## config.mk

```make
export PLATFORM = sky130hd
export DESIGN_NAME = slow_clk_meter
export DESIGN_NICKNAME = d
export VERILOG_FILES = /design/src/rtl/slow_cal_pkg.sv /design/src/rtl/slow_edge_sync.sv /design/src/rtl/cal_cfg_regs.sv /design/src/rtl/cal_counter.sv /design/src/rtl/slow_clk_meter.sv
export SDC_FILE = /design/constraint.sdc
export NUM_CORES = 1
export LEC_CHECK = 0
export CAP_MARGIN = 20
export CORE_ASPECT_RATIO = 2
export CORE_UTILIZATION = 50
export CTS_CLUSTER_SIZE = 28
export DETAILED_ROUTE_END_ITERATION = 8
export HOLD_SLACK_MARGIN = 0.15
export PLACE_DENSITY = 0.74
export SLEW_MARGIN = 20
export SYNTH_ARGS = -nofsm -noshare
export SYNTH_HDL_FRONTEND = slang
export SYNTH_SLANG_ARGS = --single-unit
```

## constraint.sdc

```tcl
create_clock -name clk -period 2 [get_ports clk]
set_input_delay 0.6 -clock clk [delete_from_list [all_inputs] [get_ports clk]]
set_output_delay 0.6 -clock clk [all_outputs]
set_load 0.02 [all_outputs]
```

## src/rtl/slow_cal_pkg.sv

```systemverilog
package slow_cal_pkg;

   typedef enum logic [1:0] {
      CAL_IDLE  = 2'd0,
      CAL_ARM   = 2'd1,
      CAL_COUNT = 2'd2
   } cal_state_e;

   typedef struct packed {
      logic start;
      logic cycle;
   } cal_mode_t;

endpackage

```

## src/rtl/slow_edge_sync.sv

```systemverilog
module slow_edge_sync #(
   parameter int STAGES = 2
) (
   input  logic clk,
   input  logic rst_n,
   input  logic slow_in,
   output logic rise_pulse
);

   localparam int PIPE_W = STAGES + 1;

   if (STAGES < 2) begin : g_bad_stages
      $error("slow_edge_sync: STAGES must be at least 2");
   end

   logic [PIPE_W-1:0] pipe_q;

   always_ff @(posedge clk or negedge rst_n) begin
      if (!rst_n) begin
         pipe_q <= '0;
      end else begin
         pipe_q <= {pipe_q[PIPE_W-2:0], slow_in};
      end
   end

   assign rise_pulse = pipe_q[STAGES-1] & ~pipe_q[STAGES];


   single_pulse_chk: assert property (@(posedge clk) disable iff (!rst_n)
      rise_pulse |=> !rise_pulse);

endmodule

```

## src/rtl/cal_cfg_regs.sv

```systemverilog
module cal_cfg_regs
   import slow_cal_pkg::*;
#(
   parameter int SEL_W   = 2,
   parameter int WIN_W   = 15,
   parameter int RST_WIN = 1
) (
   input  logic             clk,
   input  logic             rst_n,
   input  logic             wr,
   input  logic [SEL_W-1:0] sel_in,
   input  logic [WIN_W-1:0] win_in,
   input  logic             start_in,
   input  logic             cycle_in,
   output logic [SEL_W-1:0] sel_q,
   output logic [WIN_W-1:0] win_q,
   output cal_mode_t        mode_q,
   output logic             start_rise
);

   localparam int WIN_MAX = (1 << WIN_W) - 2;

   if (RST_WIN > WIN_MAX || RST_WIN < 0) begin : g_bad_rst_win
      $error("cal_cfg_regs: RST_WIN outside the legal window range");
   end

   logic start_prev_q;

   always_ff @(posedge clk or negedge rst_n) begin
      if (!rst_n) begin
         sel_q        <= '0;
         win_q        <= WIN_W'(RST_WIN);
         mode_q.start <= 1'b0;
         mode_q.cycle <= 1'b1;
         start_prev_q <= 1'b0;
      end else begin
         start_prev_q <= mode_q.start;
         if (wr) begin
            sel_q        <= sel_in;
            win_q        <= win_in;
            mode_q.start <= start_in;
            mode_q.cycle <= cycle_in;
         end
      end
   end

   assign start_rise = mode_q.start & ~start_prev_q;


   start_once_chk: assert property (@(posedge clk) disable iff (!rst_n)
      start_rise |=> !start_rise);

endmodule

```

## src/rtl/cal_counter.sv

```systemverilog
module cal_counter
   import slow_cal_pkg::*;
#(
   parameter int WIN_W = 15,
   parameter int CNT_W = 24
) (
   input  logic             clk,
   input  logic             rst_n,
   input  logic             slow_edge,
   input  logic [WIN_W-1:0] win,
   input  logic             cycle_en,
   input  logic             start_lvl,
   input  logic             start_rise,
   output logic             ready,
   output logic [CNT_W-1:0] result,
   output logic             overflow
);

   if (CNT_W < 4) begin : g_bad_cnt
      $error("cal_counter: CNT_W must be at least 4");
   end

   cal_state_e       state_q;
   logic [CNT_W-1:0] cnt_q;
   logic [CNT_W-1:0] cnt_inc;
   logic [WIN_W-1:0] left_q;
   logic             ovf_run_q;
   logic             cnt_full;
   logic             run_on;
   logic             last_edge;
   logic             win_zero;

   assign cnt_full  = &cnt_q;
   assign run_on    = cycle_en | start_lvl;
   assign last_edge = slow_edge && (left_q == WIN_W'(1));
   assign win_zero  = (win == '0);

   always_comb begin
      if (cnt_full) cnt_inc = cnt_q;
      else          cnt_inc = cnt_q + CNT_W'(1);
   end

   always_ff @(posedge clk or negedge rst_n) begin
      if (!rst_n) begin
         state_q   <= CAL_IDLE;
         cnt_q     <= '0;
         left_q    <= '0;
         ovf_run_q <= 1'b0;
         ready     <= 1'b0;
         result    <= '0;
         overflow  <= 1'b0;
      end else if (start_rise) begin
         state_q <= CAL_ARM;
         ready   <= 1'b0;
      end else begin
         unique case (state_q)
            CAL_IDLE: begin
               if (cycle_en) state_q <= CAL_ARM;
            end
            CAL_ARM: begin
               if (!run_on) begin
                  state_q <= CAL_IDLE;
               end else if (slow_edge) begin
                  if (win_zero) begin
                     ready    <= 1'b1;
                     result   <= '0;
                     overflow <= 1'b0;
                     state_q  <= cycle_en ? CAL_ARM : CAL_IDLE;
                  end else begin
                     state_q   <= CAL_COUNT;
                     cnt_q     <= '0;
                     ovf_run_q <= 1'b0;
                     left_q    <= win;
                  end
               end
            end
            CAL_COUNT: begin
               if (!run_on) begin
                  state_q <= CAL_IDLE;
               end else if (last_edge) begin
                  result    <= cnt_inc;
                  overflow  <= ovf_run_q | cnt_full;
                  ready     <= 1'b1;
                  cnt_q     <= '0;
                  ovf_run_q <= 1'b0;
                  left_q    <= win;
                  if (!cycle_en)     state_q <= CAL_IDLE;
                  else if (win_zero) state_q <= CAL_ARM;
               end else begin
                  cnt_q     <= cnt_inc;
                  ovf_run_q <= ovf_run_q | cnt_full;
                  if (slow_edge) left_q <= left_q - WIN_W'(1);
               end
            end
            default: state_q <= CAL_IDLE;
         endcase
      end
   end


   ready_clear_chk: assert property (@(posedge clk) disable iff (!rst_n)
      start_rise |=> !ready);


   ready_on_edge_chk: assert property (@(posedge clk) disable iff (!rst_n)
      $rose(ready) |-> $past(slow_edge));


   ovf_saturated_chk: assert property (@(posedge clk) disable iff (!rst_n)
      overflow |-> (&result));


   zero_window_chk: assert property (@(posedge clk) disable iff (!rst_n)
      ($rose(ready) && $past(state_q) == CAL_ARM) |-> (result == '0));


   idle_hold_chk: assert property (@(posedge clk) disable iff (!rst_n)
      ($past(state_q) == CAL_IDLE && state_q == CAL_IDLE) |-> $stable(result));

endmodule

```

## src/rtl/slow_clk_meter.sv

```systemverilog
module slow_clk_meter
   import slow_cal_pkg::*;
#(
   parameter int NUM_SRC     = 3,
   parameter int SYNC_STAGES = 2,
   parameter int WIN_W       = 15,
   parameter int CNT_W       = 24,
   parameter int RST_WIN     = 1,
   parameter int SEL_W       = (NUM_SRC > 1) ? $clog2(NUM_SRC) : 1
) (
   input  logic               clk,
   input  logic               rst_n,
   input  logic [NUM_SRC-1:0] slow_src,
   input  logic               cfg_wr,
   input  logic [SEL_W-1:0]   cfg_sel,
   input  logic [WIN_W-1:0]   cfg_window,
   input  logic               cfg_start,
   input  logic               cfg_cycle,
   output logic               cal_ready,
   output logic [CNT_W-1:0]   cal_result,
   output logic               cal_overflow
);

   if (NUM_SRC < 1) begin : g_bad_src
      $error("slow_clk_meter: NUM_SRC must be at least 1");
   end
   if ((1 << SEL_W) < NUM_SRC) begin : g_bad_sel
      $error("slow_clk_meter: SEL_W too narrow for NUM_SRC");
   end

   logic [SEL_W-1:0]   sel_q;
   logic [WIN_W-1:0]   win_q;
   cal_mode_t          mode_q;
   logic               start_rise;
   logic [NUM_SRC-1:0] src_edges;
   logic               edge_sel;

   cal_cfg_regs #(
      .SEL_W   (SEL_W),
      .WIN_W   (WIN_W),
      .RST_WIN (RST_WIN)
   ) u_regs (
      .clk        (clk),
      .rst_n      (rst_n),
      .wr         (cfg_wr),
      .sel_in     (cfg_sel),
      .win_in     (cfg_window),
      .start_in   (cfg_start),
      .cycle_in   (cfg_cycle),
      .sel_q      (sel_q),
      .win_q      (win_q),
      .mode_q     (mode_q),
      .start_rise (start_rise)
   );

   for (genvar g = 0; g < NUM_SRC; g++) begin : g_sync
      slow_edge_sync #(
         .STAGES (SYNC_STAGES)
      ) u_sync (
         .clk        (clk),
         .rst_n      (rst_n),
         .slow_in    (slow_src[g]),
         .rise_pulse (src_edges[g])
      );
   end

   always_comb begin
      edge_sel = src_edges[0];
      for (int i = 1; i < NUM_SRC; i++) begin
         if (sel_q == SEL_W'(i)) edge_sel = src_edges[i];
      end
   end

   cal_counter #(
      .WIN_W (WIN_W),
      .CNT_W (CNT_W)
   ) u_cnt (
      .clk        (clk),
      .rst_n      (rst_n),
      .slow_edge  (edge_sel),
      .win        (win_q),
      .cycle_en   (mode_q.cycle),
      .start_lvl  (mode_q.start),
      .start_rise (start_rise),
      .ready      (cal_ready),
      .result     (cal_result),
      .overflow   (cal_overflow)
   );


   sel_pulse_chk: assert property (@(posedge clk) disable iff (!rst_n)
      edge_sel |=> !edge_sel || (sel_q != $past(sel_q)));

endmodule

```

==> flow_metrics.env <==
export IMPL_remaining_drc_errors=0
export IMPL_via_count_of_the_first_global_routing_pass=5070
export IMPL_crit_chain="nand4_1 > nor3_4 > buf_4 > a311oi_4 > buf_6 > buf_4 > nand2_1 > xor2_1 > o31ai_4"
export IMPL_grt_remaining_overflow=0
export IMPL_synth_async_sr_flop_share_pct=100
export IMPL_worst_path_max_stage_delay_ps=500
export IMPL_grt_start_max_net_pins=48
export IMPL_min_period_ps=2630
export IMPL_core_area_um2=9760
export IMPL_critical_path_n_buffers_inverters=3
export IMPL_route_top_layer_used="met5"
export IMPL_critical_path_cell_count=9
export IMPL_tritoncts="done"
export IMPL_timing_critical_path_from="u_cnt.cnt_q[20]"
export IMPL_cts_max_path_buffers=2
export IMPL_reg2reg_depth=9
export IMPL_power_share_clock_pct=19.3
export IMPL_min_delay_path_class="in -> async"
export IMPL_worst_clock_skew_ps=16.1
export IMPL_setup_violations_final=78
export IMPL_initialDrtViolationCount=759
export IMPL_synthMuxAreaShare_pct=5.67
export IMPL_timing_final_hold_violations=0
export IMPL_final_setup_worst_slack_ps=-627
export IMPL_synth_area_in_adders_pct=1.74
export IMPL_status="finished, violations left"
export IMPL_total_leakage_power_nw=3.67
export IMPL_synth_warning_count=0
export IMPL_detail_route_wirelength_um=23800
export IMPL_violated_checks="setup timing"
export IMPL_combPwrFrac_pct=52.4
export IMPL_htree_num_levels=3
export IMPL_dieArea_um2=10500
export IMPL_nNetsFinal=740
export IMPL_timing_final_max_slew_violations=0
export IMPL_ys_seq_area_share_pct=48.3
export IMPL_route_vias_total=5868
export IMPL_placementRows=51
export IMPL_setup_reg_to_reg_worst_slack_ps=-630
export IMPL_power_density_nw_per_um2=991
export IMPL_sequentialPowerShare_pct=28.3
export IMPL_power_share_switching_pct=40.6
export IMPL_die_width_um=73.0
export IMPL_post_synth_inst_count=513
export IMPL_critPathMaxFanout=7
export IMPL_path_delay_family="simple AND/OR/NAND/NOR gates"
export IMPL_pre_cts_ws_ps=-212
export IMPL_power_internal_mw=5.15
export IMPL_critPathCapture="u_cnt.result[15]"
export IMPL_buffer_ports_inserted=50
export IMPL_synth_fp_nets=545
export IMPL_area_share_of_xor_xnor_cells_in_the_synthesized_design_pct=3.31
export IMPL_antenna_cells_inserted=0
export IMPL_synth_seq_cells=97
export IMPL_slew_headroom_pct=52.4
export IMPL_routed_via_density=6.94
export IMPL_timing_rr_end="u_cnt.result[15]"
export IMPL_timing_final_crit_share_pct=131
export IMPL_timing_setup_critical_path_class="reg -> reg"
export IMPL_crit_path_top_delay_cell="sky130_fd_sc_hd__dfrtp_1"
export IMPL_cts_hold_buffers_added=0
export IMPL_grt_pass1_wl_um=24400
export IMPL_cp_start_kind="register"
export IMPL_overall_power_mw=8.67
export IMPL_avgRoutedWirePerCell_um=28.1
export IMPL_cts_root_buffer="sky130_fd_sc_hd__clkbuf_16"
export IMPL_rsz0062_at_grt="yes"
export IMPL_drive_gt1_share_pct=53.9
export IMPL_dieHeight_um=144
export IMPL_required_ps=2240
export IMPL_synthesis_area_um2=5030
export IMPL_synth_edf_count=0
export IMPL_final_hpwl_dp_um=9380
export IMPL_number_of_fill_cells=380
export IMPL_routed_wl_met2_um=11900
export IMPL_synth_simple_gate_area_share_pct=18.4
export IMPL_postSynthAreaPerCell_um2=9.81
export IMPL_grtUsageTotal_pct=31.1
export IMPL_finish_utilization_pct=89.6
export IMPL_floorplan_initialDensity_pct=51.6
export IMPL_power_ir_vdd_worst_uv=931
export IMPL_route_antenna_remaining_nets=0
export IMPL_clkSlewWorstSetupHoldPaths_ps=80
export IMPL_floorplan_io_pins=51
export IMPL_met3RoutedLength_um=2150
export IMPL_crit_arrival_ps=2860
export IMPL_number_of_iterations_in_the_first_detailed_routing_pass=5
export IMPL_cts_buffers=9
export IMPL_maxCapViolations=0
export IMPL_route_layer_met1_wl_um=7440
export IMPL_max_freq_mhz=381
export IMPL_timing_rr_start="u_cnt.cnt_q[20]"
export IMPL_path_common_cell="sky130_fd_sc_hd__buf_4"
export IMPL_place_gp_congestion=1.00
export IMPL_synth_distinct_cells=58
export IMPL_synth_top_family_by_area="compound AO/OA/AOI/OAI gates"
export IMPL_grt_antenna_before_repair=2
export IMPL_area_growth_syn_to_layout_pct=73.8
export IMPL_synth_main_ff_cell="sky130_fd_sc_hd__dfrtp_1"
export IMPL_max_slew_worst_pin_slew_ps=709
export IMPL_clk_latency_ps=370
export IMPL_clock_sinks=97
export IMPL_crit_path_end_kind="register"
export IMPL_switching_power_of_the_nets_mw=3.52
export IMPL_synth_compound_gate_area_share_pct=18.8
## worst register-to-register path: stages (launching register included)
cell	delay, ps
sky130_fd_sc_hd__dfrtp_1	500
sky130_fd_sc_hd__nand4_1	440
sky130_fd_sc_hd__nor3_4	410
sky130_fd_sc_hd__buf_4	190
sky130_fd_sc_hd__a311oi_4	100
sky130_fd_sc_hd__buf_6	160
sky130_fd_sc_hd__buf_4	140
sky130_fd_sc_hd__nand2_1	150
sky130_fd_sc_hd__xor2_1	330
sky130_fd_sc_hd__o31ai_4	80
## per-layer routing
layer  GRT usage, %  vias up
met4           21.5        4
met1           31.0     2877
li1               -     2278
met3           5.26      200
met5              0        -
met2           56.7      509
## sequential cells by signal (all words and copies together), names as in the netlist
register and flops:
u_cnt.cnt_q 24, u_cnt.result 24, u_cnt.left_q 15, u_regs.win_q 15, g_sync.u_sync.pipe_q 9, u_cnt.state_q 2
u_regs.mode_q 2, u_regs.sel_q 2, u_cnt.overflow 1, u_cnt.ovf_run_q 1, u_cnt.ready 1, u_regs.start_prev_q 1
## metrics by stage
stage	hold WS [ps]	setup TNS [ps]	cells	instance area, µm²
floorplan	304	0	513	5030
global placement	335	-2200	784	6510
detailed placement	335	-5790	784	6510
CTS	186	-3080	823	7550
global route	187	-21430	845	8750
finish	153	-19840	845	8750
## layout make-up
cell class | instances | area [µm²] | area share, %
clock inverter | 1 | 5.00 | 0.0572
clock buffer | 15 | 258 | 2.95
inverter | 13 | 48.8 | 0.558
tap | 132 | 165 | 1.89
sequential | 97 | 2430 | 27.8
timing repair buffer | 215 | 2140 | 24.5
multi-input combinational | 372 | 3700 | 42.2
## worst min path at each step
stage	startpoint	end	slack, ps	depth (start not counted)
2_1_floorplan	rst_n	g_sync[0].u_sync.pipe_q[0]	300	0
5_1_grt	rst_n	u_cnt.cnt_q[4]	190	1
4_1_cts	rst_n	u_cnt.cnt_q[3]	190	1
3_3_place_gp	g_sync[2].u_sync.pipe_q[0]	g_sync[2].u_sync.pipe_q[1]	330	0
3_5_place_dp	g_sync[2].u_sync.pipe_q[0]	g_sync[2].u_sync.pipe_q[1]	330	0
6_report	rst_n	u_cnt.cnt_q[4]	150	1
## layout by cell type (no fill, tap or decap), drive strengths merged, types with 3 or more instances in the layout
cell type	instances
buf	160
dfrtp	95
nand2	56
o21ai	51
clkdlybuf4s50	47
nor2	37
o31ai	32
a21oi	30
clkbuf	21
mux2	20
nor3	15
xnor2	14
nand3	14
inv	13
nand4	12
nor4	12
ha	7
mux2i	6
nand2b	5
xor2	5
and3	5
and4	4
a211oi	4
or3	4
or4	3
a221o	3
a22o	3
a31oi	3
or2	3
## power by group through the flow
stage | registers, mW | logic, mW | clock network [mW]
floorplan | 2.45 | 1.06 | 0
global placement | 2.39 | 2.18 | 0
global route | 2.46 | 4.69 | 1.71
finish | 2.45 | 4.55 | 1.67
CTS | 2.39 | 3.20 | 1.60
detailed placement | 2.41 | 2.26 | 0
## synthesized netlist by cell type (all sizes together) (3+ instances only)
cell / number / area share, %
a22o: 3 / 0.52
nor2: 37 / 2.8
a221o: 3 / 0.60
ha: 7 / 1.7
inv: 13 / 0.97
or2: 3 / 0.37
clkbuf: 15 / 1.1
nand3: 14 / 1.5
nand4: 12 / 1.8
mux2: 20 / 4.5
a21oi: 30 / 3.0
o21ai: 51 / 5.1
or4: 3 / 0.52
dfrtp: 95 / 47
nor3: 15 / 1.8
a31oi: 3 / 0.37
nand2b: 5 / 0.62
nor4: 12 / 1.8
nand2: 56 / 4.2
buf: 16 / 1.7
and3: 5 / 0.62
a211oi: 4 / 0.60
or3: 4 / 0.50
mux2i: 6 / 1.2
xor2: 5 / 0.87
o31ai: 32 / 4.9
and4: 4 / 0.70
xnor2: 14 / 2.4
## kinds of logic (layout without fill, tap and decap cells)
kind of cell | after synthesis | in the layout
AO/OA/AOI/OAI | 143 | 143
buffers and inverters | 44 | 244
XOR/XNOR | 19 | 19
AND/OR/NAND/NOR | 177 | 177
flip-flops | 97 | 97
adder cells (fa/ha/maj) | 7 | 7
multiplexers | 26 | 26
## timing repair
item,in CTS,in global routing
buffers inserted,18,23
gates resized for setup,130,224
pin swaps,19,76
setup endpoints to repair,64,68
cloned,6,6
(Power assumes the default switching activity.)
